### src/rtl/dsa_pkg.sv
// Shared types and constants for the digit-serial decimal adder.
// Assumes 4-bit decimal digits; the numeric limits below are tied to that width.
package dsa_pkg;
    localparam int DIG_W = 4;

    typedef enum logic {
        CODE_BCD = 1'b0,
        CODE_XS3 = 1'b1
    } code_e;

    localparam logic [DIG_W-1:0] BCD_MAX  = 4'd9;
    localparam logic [DIG_W-1:0] BCD_FIX  = 4'd6;
    localparam logic [DIG_W-1:0] XS3_BIAS = 4'd3;
    localparam logic [DIG_W-1:0] XS3_MIN  = 4'd3;
    localparam logic [DIG_W-1:0] XS3_MAX  = 4'd12;
endpackage

### src/rtl/dsa_digit_legal.sv
// Legality test for one operand digit under the selected code.
// Purely combinational. Assumes mode is the code in effect for this digit.
module dsa_digit_legal
    import dsa_pkg::*;
#(
    parameter int W = DIG_W
) (
    input  code_e          mode,
    input  logic [W-1:0]   dig,
    output logic           ok
);
    // Compare the digit against the range allowed by the active code.
    always_comb begin
        if (mode == CODE_BCD) ok = (dig <= BCD_MAX);
        else                  ok = (dig >= XS3_MIN) && (dig <= XS3_MAX);
    end
endmodule

### src/rtl/dsa_digit_correct.sv
// One decimal digit position: binary add, then the correction the code needs.
// Purely combinational. Assumes both digits are coded in the given mode.
module dsa_digit_correct
    import dsa_pkg::*;
#(
    parameter int W = DIG_W
) (
    input  code_e          mode,
    input  logic [W-1:0]   a,
    input  logic [W-1:0]   b,
    input  logic           cin,
    output logic [W-1:0]   sum,
    output logic           cout
);
    localparam int RW = W + 1;

    logic [RW-1:0] raw;

    // Raw binary sum, one bit wider to keep the carry out of the digit.
    assign raw = {1'b0, a} + {1'b0, b} + {{(RW-1){1'b0}}, cin};

    // Pick the correction from the code and the binary carry.
    always_comb begin
        if (mode == CODE_BCD) begin
            cout = raw > RW'(BCD_MAX);
            sum  = cout ? (raw[W-1:0] + BCD_FIX) : raw[W-1:0];
        end else begin
            cout = raw[W];
            sum  = cout ? (raw[W-1:0] + XS3_BIAS) : (raw[W-1:0] - XS3_BIAS);
        end
    end
endmodule

### src/rtl/dsa_out_stage.sv
// Output register for the sum digit and its one-cycle valid pulse.
// Assumes the top feeds it a digit and strobe from the same cycle.
module dsa_out_stage #(
    parameter int W = dsa_pkg::DIG_W
) (
    input  logic           clk,
    input  logic           rst_n,
    input  logic           vld_d,
    input  logic [W-1:0]   sum_d,
    output logic           vld_q,
    output logic [W-1:0]   sum_q
);
    // Register the strobe every cycle; load the digit only with a new one.
    always_ff @(posedge clk) begin
        if (!rst_n) begin
            vld_q <= 1'b0;
            sum_q <= '0;
        end else begin
            vld_q <= vld_d;
            if (vld_d) sum_q <= sum_d;
        end
    end

    // the valid pulse lasts one cycle for each accepted digit
    p_pulse_follow_r2: assert property (@(posedge clk) disable iff (!rst_n)
        vld_d |=> vld_q);
    p_pulse_idle_r2: assert property (@(posedge clk) disable iff (!rst_n)
        !vld_d |=> !vld_q);
endmodule

### src/rtl/dsa_decimal_adder.sv
// Digit-serial decimal adder, least significant digit first, in 8421 or excess-3.
// Assumes an operation opens with start_i and that its last digit is flagged with last_i.
module dsa_decimal_adder
    import dsa_pkg::*;
#(
    parameter int W     = DIG_W,
    parameter int N_OPS = 2
) (
    input  logic           clk,
    input  logic           rst_n,
    input  logic           start_i,
    input  logic           mode_i,
    input  logic           dig_valid_i,
    input  logic [W-1:0]   dig_a_i,
    input  logic [W-1:0]   dig_b_i,
    input  logic           last_i,
    output logic [W-1:0]   sum_o,
    output logic           sum_valid_o,
    output logic           carry_o,
    output logic           err_o
);
    code_e            mode_q;
    code_e            mode_eff;
    logic             carry_q;
    logic             cin_eff;
    logic [N_OPS-1:0] ok;
    logic [W-1:0]     ops [N_OPS];
    logic             illegal;
    logic [W-1:0]     sum_d;
    logic             cout_d;
    logic             fin_q;
    logic             err_q;

    assign ops[0] = dig_a_i;
    assign ops[1] = dig_b_i;

    // A digit taken in the start cycle already uses the new mode and a zero carry.
    assign mode_eff = start_i ? code_e'(mode_i) : mode_q;
    assign cin_eff  = start_i ? 1'b0 : carry_q;

    // One legality checker for each operand.
    for (genvar g = 0; g < N_OPS; g++) begin : g_legal
        dsa_digit_legal #(.W(W)) u_legal (
            .mode (mode_eff),
            .dig  (ops[g]),
            .ok   (ok[g])
        );
    end

    assign illegal = dig_valid_i && !(&ok);

    dsa_digit_correct #(.W(W)) u_corr (
        .mode (mode_eff),
        .a    (dig_a_i),
        .b    (dig_b_i),
        .cin  (cin_eff),
        .sum  (sum_d),
        .cout (cout_d)
    );

    // Sample the code at start; pass the decimal carry between digits.
    always_ff @(posedge clk) begin
        if (!rst_n) begin
            mode_q  <= CODE_BCD;
            carry_q <= 1'b0;
        end else begin
            if (start_i) mode_q <= code_e'(mode_i);
            if (dig_valid_i)  carry_q <= cout_d;
            else if (start_i) carry_q <= 1'b0;
        end
    end

    // Hold the carry out of the last digit until the next operation starts.
    always_ff @(posedge clk) begin
        if (!rst_n)                     fin_q <= 1'b0;
        else if (dig_valid_i && last_i) fin_q <= cout_d;
        else if (start_i)               fin_q <= 1'b0;
    end

    // Sticky error flag, cleared at start unless the start digit is itself bad.
    always_ff @(posedge clk) begin
        if (!rst_n)       err_q <= 1'b0;
        else if (start_i) err_q <= illegal;
        else if (illegal) err_q <= 1'b1;
    end

    dsa_out_stage #(.W(W)) u_out (
        .clk   (clk),
        .rst_n (rst_n),
        .vld_d (dig_valid_i),
        .sum_d (sum_d),
        .vld_q (sum_valid_o),
        .sum_q (sum_o)
    );

    assign carry_o = fin_q;
    assign err_o   = err_q;

    // with legal operands, an 8421 result is never above nine
    p_bcd_range_r4: assert property (@(posedge clk) disable iff (!rst_n)
        (sum_valid_o && mode_q == CODE_BCD && !err_o) |-> (sum_o <= BCD_MAX));
    // with legal operands, an excess-3 result stays in its legal band
    p_xs3_range_r6: assert property (@(posedge clk) disable iff (!rst_n)
        (sum_valid_o && mode_q == CODE_XS3 && !err_o) |-> (sum_o >= XS3_MIN && sum_o <= XS3_MAX));
    // the error flag is sticky between starts
    p_err_sticky_r9: assert property (@(posedge clk) disable iff (!rst_n)
        (err_o && !start_i) |=> err_o);
    // a start with no digit clears both the error flag and the final carry
    p_start_clear_r10: assert property (@(posedge clk) disable iff (!rst_n)
        (start_i && !dig_valid_i) |=> (!err_o && !carry_o));
    // the final carry changes only at a last digit or at a start
    p_fin_hold_r8: assert property (@(posedge clk) disable iff (!rst_n)
        (!start_i && !(dig_valid_i && last_i)) |=> $stable(carry_o));
endmodule

### config.mk
export PLATFORM = sky130hd
export DESIGN_NAME = dsa_decimal_adder
export DESIGN_NICKNAME = d
export VERILOG_FILES = /design/src/rtl/dsa_pkg.sv /design/src/rtl/dsa_digit_legal.sv /design/src/rtl/dsa_digit_correct.sv /design/src/rtl/dsa_out_stage.sv /design/src/rtl/dsa_decimal_adder.sv
export SDC_FILE = /design/constraint.sdc
export NUM_CORES = 1
export LEC_CHECK = 0
export BUFFER_PORTS_ARGS = -buffer_cell sky130_fd_sc_hd__buf_2
export CAP_MARGIN = 0
export CORE_MARGIN = 3
export CORE_UTILIZATION = 50
export DETAILED_ROUTE_END_ITERATION = 8
export PLACE_DENSITY = 0.82
export SLEW_MARGIN = 40
export SYNTH_ARGS = -nofsm -noshare
export SYNTH_HDL_FRONTEND = slang
export SYNTH_SLANG_ARGS = --single-unit
### constraint.sdc
create_clock -name clk -period 3.6 [get_ports clk]
set_clock_uncertainty 0.05 [all_clocks]
set_input_delay 0.54 -clock clk [delete_from_list [all_inputs] [get_ports clk]]
set_output_delay 0.54 -clock clk [all_outputs]
set_load 0.03 [all_outputs]
==> metrics.md, run 1 <==
| Metric | Value |
|---|---|
| Die Y | between 40 and 50 µm |
| Hold Slack | 0.441 ns |
| Core area | 1350 µm² |
| Seq. cell area | 180 µm² |
| Routed WL per cell | 12.3 µm |
| Slowest cell delay on critical path | 0.36 ns |
| Cells resized by post-CTS repair | 0 |
| FMAX | 333 MHz |
| HP Class | flop to flop |
| 1st-iter DRT viols | 14 |
| Worst slew pin tran | 0.646 ns |
| Critical Path Start Type | input pin |
| Die Wd | around 45 µm |
| Drt first pass iters | 4 |
| Critical path arrival | ~3.1 ns |
| Total clock buffers created by CTS | 3 |
| Seq/Total Area, Yosys | 24.0% |
| Total negative slack | 0 ns |
| Clock root buffer | clkbuf_4 |
| Ant. Diodes | 0 |
| Detailed placer's ending HPWL | 1260 µm |
| Synth Cell Area | ~750 µm² |
| Post-synth net total | 110 |
| ANT nets after route | 0 |
| Top-Level Pins | 21 |
| Die Area | 2000 µm² |
| Post-layout instance area | 887 µm² |
| Final setup fails | 0 |
| RSZ-0062 raised after global routing | false |
| Initial Util | 55.5% |
| Combinational Power Share | between 40% and 50% |
| Fin. Hold Viols | 0 |
| Most frequent cells in the layout | buf_2, nand2_1, dfxtp_1, inv_1 |
| Area of the multi-input gates | 532 µm² |
| Worst-path fanout max | 5 |
| CTS Sinks | 9 |
| Commonest non-fill, non-tap cell in the layout | buf_2 |
| Sw Share | 37.8% |
| Seq cells post-synth | 9 |
| Area delta synth->final | 18.4% |
| RD Place Congestion | 0.830 |
| Buffers inserted by post-CTS timing repair | 0 |
| CTS tree | yes |
| Slew Viols, Final | 0 |
| Total GRT Usage | 18.5% |
| Clock-pin slew on the worst setup and hold paths | 0.06 ns |
| Avg Vias per Cell | 5.65 |
| Setup ws final | 0.593 ns |
| Synth warn | 0 |
| Maxcap violations | 0 |
| Global route total overflow | 0 |
| Worst EP required | around 3.7 ns |
| I/O Buffers | 20 |
| Number of synthesized flops with an enable pin | 0 |
| Drt drc | 0 |
| Int Power | 0.231 mW |
| Clock buffer depth | 2 |
| Tmin final | 3.01 ns |
| Status | completed |
| Worst path most repeated cell | nand2_1 |
| Syn avg cell area | 8.61 µm² |
| Depth of the CTS H-tree | 1 |
| Proportion of layout cells with a drive suffix above 1 | 24.8% |
| Period utilization | 83.5% |
| Setup crit end kind | flop |
| Core Rows | 13 |
| Vias in the first global route | around 650 |
| Cts hold-fix bufs | 0 |
| Initial antenna violation count | 0 |
| Crit-path slowest cell | fa_1 |
| Sequential power share | 31.1% |
| First-pass GRT wire length | 2750 µm |
| Vias | 700 |
| Largest net degree at the start of global routing | 14 |
| Clk_lat worst skew | 0.26 ns |
| PwrDens | 419 nW/µm² |
| Switching pwr | 0.140 mW |
| Placed Cells | 120 |
| Slew margin rel. | ~56% |
| VDD IR max | ~0.00019 V |
| Number of library cell types mapped by synthesis | 32 |
| Mapped Cells | 87 |
| Final net count | 133 |
| Setup WS pre-CTS | 0.320 ns |
| Setup Crit Path Kind | input pin to flop |
| Post-Route WL | 1530 µm |
| Clock Power Share | 20.8% |
| # fillers | 113 |
| Top_reg_cell synth | dfxtp_1 |
| Non-filler instance count after layout | between 100 and 150 |
| Crit-path cells | buf_2 -> inv_1 -> nand2_1 -> fa_1 -> inv_1 -> fa_1 -> nand3_1 -> nand2_1 -> inv_1 -> ha_1 -> a21oi_1 -> nand2_1 -> xnor2_1 -> xnor2_1 -> nand2_1 -> a32o_1 |
| Ys async rst share | 0% |
| Placed cell areas | 861 µm² |
| Leak | approximately 0.43 nW |
[per-stage QoR]
step	util (%)	power [mW]
final	65.7	0.372
after global routing	65.7	0.400
after CTS	65.7	0.374
after detailed placement	63.8	0.298
after global placement	63.8	0.293
after floorplan	-	0.257
[per-layer routing]
metal	global-route usage [%]	vias to the layer above	routed length, µm
met2	29.2	17	725
li1	-	356	-
met1	24.1	323	686
met4	12.7	0	50
met5	0	-	0
met3	1.20	4	66
[area by class of cell]
cell class | count | share of cell area (%)
multi-input cells | 68 | 59.9
flip-flops and latches | 9 | 20.3
repair buffers | 20 | 11.3
inverters | 8 | 3.39
clock buffers | 4 | 2.96
well taps | 15 | 2.12
[flip-flops by register name, summed over array words and instances (netlist names)]
signal and cells:
carry_o 1, carry_q 1, err_o 1, mode_q 1, u_out.sum_q 4, u_out.vld_q 1
[critical path, delay by kind of cell]
kind,cells,cell delay (ns)
compound gates,2,0.41
xor+xnor,2,0.32
simple gates,5,0.50
buf+inv,4,0.45
fa+ha+maj,3,0.90
[cells in the mapped netlist, types with 2 or more instances]
| master | n | share of area (%) |
|---|---|---|
| dfxtp_1 | 9 | 24 |
| nand2_1 | 9 | 4.5 |
| inv_1 | 8 | 4.0 |
| ha_1 | 6 | 10 |
| xnor2_1 | 6 | 7.0 |
| a21oi_1 | 5 | 3.3 |
| and2_1 | 4 | 3.3 |
| nand3_1 | 4 | 2.7 |
| a31oi_1 | 3 | 2.5 |
| fa_1 | 3 | 8.0 |
| nor3_1 | 3 | 2.0 |
| o21ai_0 | 3 | 2.0 |
| a21o_1 | 2 | 2.0 |
| a32o_1 | 2 | 2.7 |
| clkbuf_1 | 2 | 1.0 |
| o221ai_1 | 2 | 2.3 |
[kinds of logic (layout without fill, tap and decap cells)]
logic type	count (synthesis)	count (layout)	share of synthesized area [%]
buffers and inverters	10	32	5.01
AND/OR/NAND/NOR	23	23	15.2
AO/OA/AOI/OAI	26	26	24.7
multiplexers	3	3	4.84
adder cells (fa/ha/maj)	9	9	18.0
XOR/XNOR	7	7	8.18
flip-flops	9	9	24.0
[power groups by stage]
| stage | registers [mW] | logic (mW) | clock network (mW) |
|---|---|---|---|
| global placement | 0.117 | 0.175 | 0 |
| finish | 0.116 | 0.179 | 0.0774 |
| floorplan | 0.137 | 0.120 | 0 |
| global route | 0.117 | 0.200 | 0.0832 |
| detailed placement | 0.118 | 0.180 | 0 |
| CTS | 0.116 | 0.180 | 0.0787 |
[path summary, 6_finish.rpt]
check	from	endpoint	slack, ns	depth (start not counted)
max reg2reg	carry_q	u_out.sum_q[3]	0.79	14
max	start_i	u_out.sum_q[3]	0.59	16
min	u_out.sum_q[0]	u_out.sum_q[0]	0.44	1
min reg2reg	u_out.sum_q[0]	u_out.sum_q[0]	0.44	1
(Power assumes the default switching activity.)
==> inputs of run 2 (changes only) <==
- CORE_UTILIZATION: 50 -> 45
- PLACE_DENSITY: 0.82 -> 0.78
- clock period: 3.6 -> 2.7 ns (I/O delays scaled with it)
==> run 2 against run 1 <==
  * Register-to-register slack worse by 0.59 ns
  * Worst hold slack worse by 0.021 ns
  * Largest power group unchanged
  * Worst setup slack worse by 0.41 ns
  * Flip-flop and latch count is the same
  * Critical path depth decreased by 3
  * Highest routed layer unchanged
  * Global-route usage fell by 1.7 points
  * Combinational power rose by 63%
==> metrics.md, run 2 (synthesis results as in run 1) <==
| Metric | Value |
|---|---|
| Initial antenna violation count | 0 |
| Period utilization | 93.2% |
| Commonest non-fill, non-tap cell in the layout | buf_2 |
| Total GRT Usage | about 17% |
| CTS tree | yes |
| Largest net degree at the start of global routing | 14 |
| Proportion of layout cells with a drive suffix above 1 | a little under two fifths |
| Worst slew pin tran | 0.695 ns |
| Global route total overflow | 0 |
| Die Area | 2190 µm² |
| Core area | 1540 µm² |
| Clock root buffer | clkbuf_4 |
| Setup crit end kind | flop |
| I/O Buffers | 20 |
| Worst Path Buf+Inv | 3 |
| Worst EP required | 2.79 ns |
| HP Class | flop to flop |
| ANT nets after route | 0 |
| Initial Util | 48.6% |
| Power Total | 0.547 mW |
| Max reg flops | 4 |
| 1st-iter DRT viols | 18 |
| Setup Crit Path Kind | input pin to flop |
| Final net count | 145 |
| Non-filler instance count after layout | 137 |
| Detailed placer's ending HPWL | 1440 µm |
| Post-Route WL | 1660 µm |
| Area delta synth->final | 34.7% |
| Vias | 741 |
| Slew Viols, Final | 0 |
| Crit-path cells | buf_2 -> inv_1 -> nand2_1 -> fa_2 -> inv_2 -> fa_2 -> ha_1 -> nand3b_1 -> nand2_1 -> xnor2_2 -> xnor2_1 -> nand2_1 -> a32o_1 |
| VDD IR max | ~0.00019 V |
| Critical path arrival | 2.61 ns |
| Clk_lat worst skew | 0.25 ns |
| Drt drc | 0 |
| Worst-path fanout max | 3 |
| Setup WS pre-CTS | -0.132 ns |
| RSZ-0062 raised after global routing | false |
| Critical Path Start Type | input pin |
| Crit-path slowest cell | fa_2 |
| Routed WL per cell | 12.1 µm |
| First-pass GRT wire length | ~2700 µm |
| Final setup fails | 0 |
| Clock-pin slew on the worst setup and hold paths | 0.06 ns |
| Drt first pass iters | 4 |
| Fin. Hold Viols | 0 |
| # fillers | about 130 |
| Total clock buffers created by CTS | 3 |
| Ant. Diodes | 0 |
| Die Wd | 46.8 µm |
| Top-Level Pins | 21 |
| Slowest cell delay on critical path | 0.45 ns |
| Slew margin rel. | 52.3% |
| CP top delay family | adder cells |
| Avg Vias per Cell | 5.41 |
| Leak | 0.488 nW |
| Core Rows | 14 |
| Maxcap violations | 0 |
| RD Place Congestion | 0.784 |
| CTS Sinks | 9 |
| Most frequent cells in the layout | buf_2, buf_4, dfxtp_1, nand2_1, inv_1 |
| Vias in the first global route | between 700 and 800 |
| Worst path most repeated cell | nand2_1 |
| Clock buffer depth | 2 |
| PwrDens | 542 nW/µm² |
| Depth of the CTS H-tree | 1 |
| Status | completed |
| Placed Cells | between 100 and 150 |
| FMAX | ~400 MHz |
| Tmin final | 2.52 ns |
| Largest Register | u_out.sum_q |
| Die Y | roughly 47 µm |
| Setup ws final | ~0.18 ns |
-- run 2: final cells by class --
cell class                      count  area [µm²]  area share, %
Tap cell                           16        20.0           1.98
Multi-Input combinational cell     68         563           55.8
Timing Repair Buffer               32         190           18.8
Clock buffer                        4        26.3           2.60
Inverter                            8        30.0           2.97
Sequential cell                     9         180           17.8
-- run 2: stage by stage --
step | instance area [µm²] | setup TNS, ns | utilization, % | hold WS (ns)
floorplan | 764 | 0 | - | 0.494
global placement | 967 | -0.102 | 62.7 | 0.407
detailed placement | 967 | -0.205 | 62.7 | 0.411
CTS | 993 | 0 | 64.4 | 0.412
global route | 1010 | 0 | 65.5 | 0.433
finish | 1010 | 0 | 65.5 | 0.420
-- run 2: worst paths after layout --
| path | start | to | slack [ns] | depth (start not counted) |
|---|---|---|---|---|
| worst max-delay path | start_i | u_out.sum_q[3] | 0.18 | 13 |
| worst min-delay path | u_out.sum_q[0] | u_out.sum_q[0] | 0.42 | 1 |
| worst min register to register | u_out.sum_q[0] | u_out.sum_q[0] | 0.42 | 1 |
| worst max register to register | carry_q | u_out.sum_q[3] | 0.20 | 11 |
-- run 2: worst reg2reg max path, stage by stage, from the launching register on --
cell and delay [ns]:
dfxtp_1 0.30, nand2_1 0.08, fa_2 0.34, inv_2 0.07, fa_2 0.45, ha_1 0.31, nand3b_1 0.08, nand2_1 0.09
xnor2_2 0.17, xnor2_1 0.13, nand2_1 0.07, a32o_1 0.26
-- run 2: layer usage --
| layer | vias up | part of all wire [%] | GRT usage [%] |
|---|---|---|---|
| met4 | 0 | 0.24 | 6.63 |
| li1 | 386 | - | - |
| met5 | - | 0 | 0 |
| met1 | 333 | 43 | 19.2 |
| met2 | 20 | 53 | 32.0 |
| met3 | 2 | 4.2 | 1.15 |
-- run 2: what timing repair did --
item,in CTS,in global routing
endpoints found under the setup margin,0,2
setup buffers,0,0
gates resized for setup,0,5
endpoints found under the hold margin,0,0
hold buffers,0,0
-- run 2: power breakdown --
group / internal (mW) / total [mW] / switching (mW)
Combinational: 0.143 / 0.292 / 0.149
Sequential: 0.148 / 0.155 / 0.00742
Clock: 0.0567 / 0.100 / 0.0435
Total: 0.347 / 0.547 / 0.200
==> inputs of run 3 (changes only) <==
- REMOVE_ABC_BUFFERS: not set -> 1
==> run 3 against run 2 <==
  * Total power rose by 0.11%
  * Maximum frequency fell by 1.8%
  * Global-route usage rose by 0.42 points
  * First-iteration DRC count fell by 39%
  * Worst setup slack got worse by 0.047 ns
  * Count of clock-buffer cells in the layout did not move
  * Via count rose by 3.2%
  * Sequential share of layout area fell by 0.18 points
  * Combinational power fell by 2%
  * Flip-flop and latch count did not move
==> metrics.md, run 3 (synthesis results as in run 1) <==
| Metric | Value |
|---|---|
| PwrDens | approximately 540 nW/µm² |
| Ant. Diodes | 0 |
| Leak | 0.491 nW |
| Sequential power share | 28.3% |
| Int Power | ~0.35 mW |
| Post-Route WL | 1680 µm |
| FF-to-FF setup slack | ~0.14 ns |
| Depth of the CTS H-tree | 1 |
| Reg-to-Reg Start | carry_q |
| Worst EP required | 2.85 ns |
| 1st-iter DRT viols | 11 |
| Clock buffer depth | 2 |
| FMAX | 390 MHz |
| Routed WL per cell | 12.2 µm |
| Combinational Power Share | between 50 and 60% |
| First-pass GRT wire length | roughly 2600 µm |
| # fillers | between 100 and 150 |
| Largest Register | u_out.sum_q |
| Avg Vias per Cell | 5.54 |
| Routed wl met3 | 83 µm |
| Worst slew pin tran | 0.673 ns |
| Maxcap violations | 0 |
| Proportion of layout cells with a drive suffix above 1 | 36.1% |
| Detailed placer's ending HPWL | about 1400 µm |
| Max Used Layer | met4 |
| Setup Crit Path Kind | input pin to flop |
| Critical Path Start Type | input pin |
| Min-Delay Endpoint | carry_q |
| Setup crit end kind | flop |
| Die Wd | 46.8 µm |
| Slew margin rel. | 53.8% |
| RSZ-0062 raised after global routing | false |
| Die Y | 46.8 µm |
| Global route total overflow | 0 |
| Buffers inserted by post-CTS timing repair | 0 |
| I/O Buffers | 20 |
| Clock root buffer | clkbuf_4 |
| Area delta synth->final | 36.1% |
| ANT nets after route | 0 |
| Final net count | 146 |
| Routed wl met2 | 858 µm |
| Power Total | 0.548 mW |
| HP Class | input pin to flop |
| RD Place Congestion | 0.780 |
| Hold depth | 3 |
| Period utilization | 95.0% |
| CTS Sinks | 9 |
| Most frequent cells in the layout | buf_2, buf_4, nand2_1, dfxtp_1, inv_1 |
| Sw Share | 37.0% |
| Cells resized by post-CTS repair | 0 |
| Clk_lat worst skew | 0.27 ns |
| Post-layout instance area | 1020 µm² |
| Total GRT Usage | around 17% |
| Top-Level Pins | 21 |
| Initial antenna violation count | 0 |
| Clock Power Share | 19.3% |
| Core area | 1540 µm² |
| Drt drc | 0 |
| Fin. Hold Viols | 0 |
| Worst-path fanout max | 2 |
| Vias in the first global route | 677 |
| Setup WS pre-CTS | -0.141 ns |
| Max reg flops | 4 |
| Clock-pin slew on the worst setup and hold paths | 0.06 ns |
| VDD IR max | between 0.0002 and 0.0003 V |
| Drt first pass iters | 4 |
| Tmin final | 2.56 ns |
| Status | completed |
| HP Start | rst_n |
| Core Rows | 14 |
| Core Util, Final | between 60 and 70% |
| Initial Util | 48.6% |
| Switching pwr | 0.202 mW |
| Total clock buffers created by CTS | 3 |
| Slew Viols, Final | 0 |
| Detailed-route wire length on metal 1 | around 690 µm |
| Critical path arrival | 2.72 ns |
| Vias | 765 |
| R2r endpoint | u_out.sum_q[2] |
| Placed cell areas | 960 µm² |
| Die Area | 2190 µm² |
| Cts hold-fix bufs | 0 |
| Largest net degree at the start of global routing | 14 |
| FF-to-FF path depth | 12 |
| Setup ws final | roughly 0.14 ns |
| Final setup fails | 0 |
| CTS tree | yes |
| Commonest non-fill, non-tap cell in the layout | buf_2 |
[run 3: cell types whose count changed in the layout (fill, tap and decap cells not counted), sizes merged]
cell,change
buf,+1
[run 3: per-stage QoR]
| stage | hold WS (ns) | TNS (ns) | cells |
|---|---|---|---|
| 4_1_cts | 0.400 | 0 | 138 |
| 3_5_place_dp | 0.414 | -0.337 | 134 |
| 6_report | 0.401 | 0 | 138 |
| 2_1_floorplan | 0.442 | -0.0603 | 85 |
| 3_3_place_gp | 0.405 | -0.218 | 134 |
| 5_1_grt | 0.415 | 0 | 138 |
[run 3: final cells by class]
cell class	count	area (µm²)	area share, %
Clock buffer	4	26.3	2.58
Inverter	8	30.0	2.94
Multi-Input combinational cell	68	566	55.5
Sequential cell	9	180	17.7
Tap cell	16	20.0	1.96
Timing Repair Buffer	33	198	19.4
[run 3: worst max-delay path, cell delays in order]
cell and delay, ns:
buf_2 0.10, inv_1 0.06, nand2_1 0.08, fa_1 0.38
inv_2 0.09, fa_2 0.26, xor2_4 0.19, buf_4 0.14
inv_1 0.04, ha_1 0.20, a21oi_1 0.24, a21oi_2 0.12
mux2_4 0.32, o21ai_2 0.09
[run 3: worst max-delay path by stage]
stage / start / end / slack (ns) / cells past startpoint
after CTS: carry_q / u_out.sum_q[3] / 0.14 / 14
after global placement: start_i / u_out.sum_q[3] / -0.10 / 16
after floorplan: start_i / u_out.sum_q[3] / -0.06 / 15
final: start_i / u_out.sum_q[2] / 0.14 / 14
after detailed placement: start_i / u_out.sum_q[3] / -0.14 / 16
after global routing: start_i / u_out.sum_q[2] / 0.0005 / 14
[run 3: per-layer routing]
| layer | vias to the layer above | global-route usage (%) |
|---|---|---|
| li1 | 385 | - |
| met1 | 349 | 19.7 |
| met2 | 26 | 29.3 |
| met3 | 5 | 1.15 |
| met4 | 0 | 13.8 |
| met5 | - | 0 |
[run 3: power by group through the flow]
stage	clock, mW	sequential (mW)	combinational [mW]
floorplan	0	0.182	0.157
global placement	0	0.157	0.266
detailed placement	0	0.157	0.275
CTS	0.109	0.155	0.276
global route	0.113	0.156	0.319
finish	0.106	0.155	0.287
